--- config.mk ---
export PLATFORM = sky130hd
export DESIGN_NAME = lvl_err_integrator
export DESIGN_NICKNAME = d
export VERILOG_FILES = /design/src/rtl/lvl_pkg.sv /design/src/rtl/lvl_abs.sv /design/src/rtl/lvl_term.sv /design/src/rtl/lvl_span_ctr.sv /design/src/rtl/lvl_err_integrator.sv
export SDC_FILE = /design/constraint.sdc
export NUM_CORES = 1
export LEC_CHECK = 0
export BUFFER_PORTS_ARGS = -buffer_cell sky130_fd_sc_hd__buf_2
export CORE_AREA = 4 4 149 151
export DETAILED_ROUTE_END_ITERATION = 16
export DIE_AREA = 0 0 153 155
export MAX_ROUTING_LAYER = met4
export PLACE_DENSITY = 0.63
export SYNTH_ARGS = -nofsm -noshare
export SYNTH_HDL_FRONTEND = slang
export SYNTH_HIERARCHICAL = 1
export SYNTH_SLANG_ARGS = --single-unit
--- constraint.sdc ---
create_clock -name clk -period 11.8 [get_ports clk]
set_clock_uncertainty 0.2 [all_clocks]
set_input_delay 1.18 -clock clk [delete_from_list [all_inputs] [get_ports clk]]
set_output_delay 1.18 -clock clk [all_outputs]
set_load 0.005 [all_outputs]
--- src/rtl/lvl_pkg.sv ---
package lvl_pkg;
    typedef enum logic {
        MODE_ONESHOT = 1'b0,
        MODE_CONT    = 1'b1
    } lvl_mode_e;
endpackage

--- src/rtl/lvl_abs.sv ---
// Saturating absolute value of a two's-complement sample.
module lvl_abs #(
    parameter int W = 14
) (
    input  logic signed [W-1:0] x,
    output logic        [W-2:0] mag
);
    localparam logic [W-1:0] MOST_NEG = {1'b1, {(W-1){1'b0}}};

    always_comb begin
        if (x == MOST_NEG) begin
            mag = '1;
        end else if (x[W-1]) begin
            mag = ~x[W-2:0] + 1'b1;
        end else begin
            mag = x[W-2:0];
        end
    end
endmodule

--- src/rtl/lvl_term.sv ---
// Threshold plus magnitude, widened by one bit so it cannot wrap.
module lvl_term #(
    parameter int W = 14
) (
    input  logic signed [W-1:0] thr,
    input  logic        [W-2:0] mag,
    output logic signed [W:0]   term
);
    always_comb begin
        term = $signed({thr[W-1], thr}) + $signed({2'b00, mag});
    end
endmodule

--- src/rtl/lvl_span_ctr.sv ---
// Down-counter for the interval, in samples. Load has priority over step.
module lvl_span_ctr #(
    parameter int CNT_W = 18
) (
    input  logic             clk,
    input  logic             rst_n,
    input  logic             load,
    input  logic [CNT_W-1:0] load_val,
    input  logic             step,
    output logic             expire,
    output logic [CNT_W-1:0] count
);
    logic [CNT_W-1:0] cnt_d, cnt_q;

    always_comb begin
        cnt_d = cnt_q;
        if (load) begin
            cnt_d = load_val;
        end else if (step && cnt_q != '0) begin
            cnt_d = cnt_q - 1'b1;
        end
    end

    always_ff @(posedge clk) begin
        if (!rst_n) begin
            cnt_q <= '0;
        end else begin
            cnt_q <= cnt_d;
        end
    end

    assign expire = step && (cnt_q == CNT_W'(1));
    assign count  = cnt_q;
endmodule

--- src/rtl/lvl_err_integrator.sv ---
module lvl_err_integrator
    import lvl_pkg::*;
#(
    parameter int SMP_W = 14,
    parameter int CNT_W = 18,
    localparam int LEN_W  = CNT_W - 2,
    localparam int TERM_W = SMP_W + 1,
    localparam int ACC_W  = CNT_W + TERM_W
) (
    input  logic                    clk,
    input  logic                    rst_n,
    input  logic                    cfg_wr,
    input  logic                    cfg_cont,
    input  logic [LEN_W-1:0]        cfg_len,
    input  logic signed [SMP_W-1:0] cfg_thr,
    input  logic                    start_wr,
    input  logic                    smp_valid,
    input  logic signed [SMP_W-1:0] smp_data,
    input  logic                    rd_strobe,
    output logic signed [ACC_W-1:0] result,
    output logic                    result_valid,
    output logic                    busy
);
    typedef struct packed {
        logic                    busy;
        lvl_mode_e               mode;
        logic [LEN_W-1:0]        len;
        logic signed [SMP_W-1:0] thr;
        logic signed [ACC_W-1:0] acc;
        logic signed [ACC_W-1:0] res;
        logic                    vld;
    } st_t;

    st_t st_d, st_q;

    logic [SMP_W-2:0]        mag;
    logic signed [TERM_W-1:0] term;
    logic signed [ACC_W-1:0] acc_sum;
    logic [CNT_W-1:0]        span_len;
    logic                    step;
    logic                    ctr_load;
    logic                    ctr_expire;
    logic [CNT_W-1:0]        ctr_cnt;
    logic                    cap_w;
    logic signed [ACC_W-1:0] acc_now;
    logic                    mode_now;

    lvl_abs #(.W(SMP_W)) u_abs (
        .x   (smp_data),
        .mag (mag)
    );

    lvl_term #(.W(SMP_W)) u_term (
        .thr  (st_q.thr),
        .mag  (mag),
        .term (term)
    );

    lvl_span_ctr #(.CNT_W(CNT_W)) u_ctr (
        .clk      (clk),
        .rst_n    (rst_n),
        .load     (ctr_load),
        .load_val (span_len),
        .step     (step),
        .expire   (ctr_expire),
        .count    (ctr_cnt)
    );

    // Interval in samples: 4*(P-1), or zero when P is 0 or 1.
    always_comb begin
        if (st_q.len <= LEN_W'(1)) begin
            span_len = '0;
        end else begin
            span_len = {st_q.len - LEN_W'(1), 2'b00};
        end
    end

    assign step    = st_q.busy && smp_valid && !start_wr;
    assign acc_sum = st_q.acc + {{(ACC_W-TERM_W){term[TERM_W-1]}}, term};

    always_comb begin
        st_d     = st_q;
        ctr_load = 1'b0;
        cap_w    = 1'b0;

        if (cfg_wr) begin
            st_d.mode = lvl_mode_e'(cfg_cont);
            st_d.len  = cfg_len;
            st_d.thr  = cfg_thr;
        end

        if (start_wr) begin
            st_d.acc = '0;
            if (span_len == '0) begin
                st_d.busy = 1'b0;
                st_d.res  = '0;
                cap_w     = 1'b1;
            end else begin
                st_d.busy = 1'b1;
                ctr_load  = 1'b1;
            end
        end else if (step) begin
            st_d.acc = acc_sum;
            if (ctr_expire) begin
                cap_w    = 1'b1;
                st_d.res = acc_sum;
                if (st_q.mode == MODE_CONT && span_len != '0) begin
                    st_d.acc = '0;
                    ctr_load = 1'b1;
                end else begin
                    st_d.busy = 1'b0;
                end
            end
        end

        if (cap_w) begin
            st_d.vld = 1'b1;
        end else if (rd_strobe) begin
            st_d.vld = 1'b0;
        end
    end

    always_ff @(posedge clk) begin
        if (!rst_n) begin
            st_q <= '0;
        end else begin
            st_q <= st_d;
        end
    end

    assign acc_now      = st_q.acc;
    assign mode_now     = st_q.mode;
    assign result       = st_q.res;
    assign result_valid = st_q.vld;
    assign busy         = st_q.busy;
endmodule

==> results.ini <==
[clocking]
htreeDepth=4
cts.sinks=117
post_cts_resize_count=0
ctsLongestPathBuffers=2
ctsHoldBuffers=0
path_clk_slew_ns=0.06
cts_tree=yes
clock_latency_ns=0.42
cts-root-buf=clkbuf_16
numCtsBuffers=17
post_cts_buffers=0

[die]
fp-row-count=53
start_util_pct=39.3
top_level_ports=86
die_x_um=153
die_height_um=155
coreArea_um2=20800
dieArea_um2=23700

[placed_design]
place_inst=1282
place_hpwl_mm=14.9
dpl_cell_area_um2=8550
place_congestion=0.928
portBuffers=85

[status]
status=completed

[grt]
grt-ovfl-total=0
grt_use_total_pct=18.1
antenna_found_initial=0
first_global_vias=6975
grt_start_max_net_pins=92
grt_pass1_wl_mm=34.8

[setup_path]
required_ns=11.94
regToRegEndpoint=acc_now[32]$_SDFFE_PP0P_
crit_slowest_cell=or4_1
r2r-start=st_q[67]$_SDFFE_PN0P_
start_kind=input port
critPathMaxStageDelay_ns=0.53
path_buf_inv=3
ff2ff_path_depth=17
path_cells=buf_2 > inv_1 > ha_1 > or3b_1 > nand4bb_4 > nand2_1 > ha_1 > fa_1 > a21o_1 > a221oi_2 > o221ai_2 > a221oi_2 > buf_4 > ha_1 > a21oi_1 > o21ai_0 > a21oi_1 > nor2_1 > a21oi_1 > a211o_1 > a21boi_0 > or4_1 > a31oi_1
end_kind=flip-flop
reg2reg_slack_ns=6.84
path_delay_family=compound AO/OA/AOI/OAI gates
critPathMaxFanout=24
setup.worst_path.class=in2reg
arrival_ns=6.47

[sta]
rsz0062_at_grt=false
hold_viol_final=0
drv_slew=0
fin_crit_sh_pct=53.7
slew_headroom_pct=31.2
worstMarginPinSlew_ns=1.03
min_period_ns=6.34
fin_setup_tns_ns=0
clock.fmax_mhz=158
setup_violations=0

[cells_and_area]
final_area_um2=9110
fin_cells=1312
final_nets=1129
syn_to_final_growth_pct=11.4
postLayoutCoreUtil_pct=43.8
layout-drive-gt1-share_pct=14.6
fill_cells=2114
n_antenna_cell=0

[synth]
synth_most_common_cell=dfxtp_1
netlist_instances=997
yosys.area.top_type=dfxtp_1
synthFlopType=dfxtp_1
synthArstFlopShare_pct=0
synth_seq_area_share_pct=28.6
synth-edff-count=0
yosys.area.top_type_share_pct=28.6
synth-seq-cells=117
yosys-top-cells-area=dfxtp_1 (29%), ha_1 (7.6%), nor2b_1 (5.2%)
synth_commonest_cells=dfxtp_1 (117), nor2_1 (80), a21oi_1 (71), nand2_1 (71), nor2b_1 (68)
ys_warn_count=6
syn_area_um2=8190
avgSynthCellArea_um2=8.21
synth_cell_types=79

[power_and_ir_drop]
leakage_nw=3.86
cellPowerDensity_nw_per_um2=128
power_w=0.00117
vdd_drop_max_uv=93.0

[min_path]
hp-start=result[29]$_SDFFE_PN0P_
hold_depth=2
min_to=result[29]$_SDFFE_PN0P_
hold_class=reg2reg

[detailed_routing]
dr.first_iter.drc_count=450
vias=7160
drc_errors=0
first_pass_iters=5
via_per_inst=5.46
ant_nets=0
finalWirelength_mm=20.7
detail_route.wl_per_cell_um=15.8

[run]
maxCapViolations=0

## per-stage QoR
step | setup slack [ns] | hold WS, ns
2_1_floorplan | 4.86 | 0.240
3_3_place_gp | 5.23 | 0.252
3_5_place_dp | 5.09 | 0.267
4_1_cts | 5.50 | 0.275
5_1_grt | 5.10 | 0.294
6_report | 5.46 | 0.271
## cell usage in the layout, fill, tap and decap left out, drive strengths merged, types with 5 or more instances in the layout
| cell | count |
|---|---|
| a32oi | 5 |
| mux2i | 33 |
| nor3 | 21 |
| o21a | 5 |
| o31ai | 9 |
| o211ai | 11 |
| a21boi | 5 |
| xnor2 | 35 |
| and2 | 8 |
| or4 | 5 |
| a22oi | 40 |
| nor2 | 80 |
| or3 | 7 |
| and3 | 10 |
| o21ai | 56 |
| nand3 | 18 |
| nor4 | 11 |
| nor3b | 7 |
| dfxtp | 117 |
| nor2b | 68 |
| a211oi | 13 |
| clkinv | 6 |
| clkbuf | 21 |
| nand2 | 71 |
| inv | 25 |
| xor2 | 27 |
| nand4 | 16 |
| a31oi | 11 |
| nand2b | 8 |
| a21o | 21 |
| ha | 50 |
| a21oi | 72 |
| buf | 90 |
## logic make-up after synthesis
logic type / after synthesis / synth area share [%]
simple gates: 348 / 23.1
compound gates: 277 / 22.6
flops: 117 / 28.6
buf+inv: 106 / 6.74
xor+xnor: 62 / 6.63
fa+ha+maj: 52 / 8.13
mux: 34 / 4.17
other cells: 1 / 0.0458
## layer usage
metal	share of wire (%)	up-vias	wire [um]	track usage (%)
li1	-	3647	-	-
met2	46	142	9500	28.8
met4	1.1	0	222	4.16
met5	0	-	0	-
met3	3.7	19	777	3.84
met1	49	3352	10200	23.9
## how the worst max path moves through the flow
stage	from	cells after the start	end
6_report	smp_data[0]	23	acc_now[32]$_SDFFE_PP0P_
5_1_grt	smp_data[0]	20	acc_now[32]$_SDFFE_PP0P_
4_1_cts	smp_data[0]	23	acc_now[32]$_SDFFE_PP0P_
3_5_place_dp	smp_data[0]	23	acc_now[32]$_SDFFE_PP0P_
3_3_place_gp	smp_data[0]	23	acc_now[32]$_SDFFE_PP0P_
2_1_floorplan	smp_data[0]	24	acc_now[32]$_SDFFE_PP0P_
## worst register-to-register path: cells and delay by family, from the launching register on
kind / cells / cell delay (ns)
adder cells (fa/ha/maj): 3 / 1.02
flip-flops: 1 / 0.35
AO/OA/AOI/OAI: 11 / 2.39
AND/OR/NAND/NOR: 2 / 0.58
buffers and inverters: 1 / 0.33
## cell type report
cell class / count / area [um2] / area share, %
Timing Repair Buffer: 90 / 463 / 5.08
Clock buffer: 21 / 460 / 5.05
Sequential cell: 117 / 2340 / 25.7
Clock inverter: 9 / 105 / 1.15
Tap cell: 275 / 344 / 3.77
Multi-Input combinational cell: 775 / 5310 / 58.2
Inverter: 25 / 93.8 / 1.03
## registers in the layout, indices dropped and copies added (netlist names)
| name | cells |
|---|---|
| acc_now | 33 |
| result | 33 |
| st_q | 30 |
| u_ctr/count | 18 |
| busy | 1 |
| mode_now | 1 |
| result_valid | 1 |
## where the power goes
part	internal (W)	switching [W]	total [W]
sequential	0.000410	0.0000184	0.000428
clock	0.000318	0.000184	0.000502
combinational	0.0000937	0.000141	0.000235
total	0.000821	0.000344	0.00117
Power figures use the tool's default switching activity.
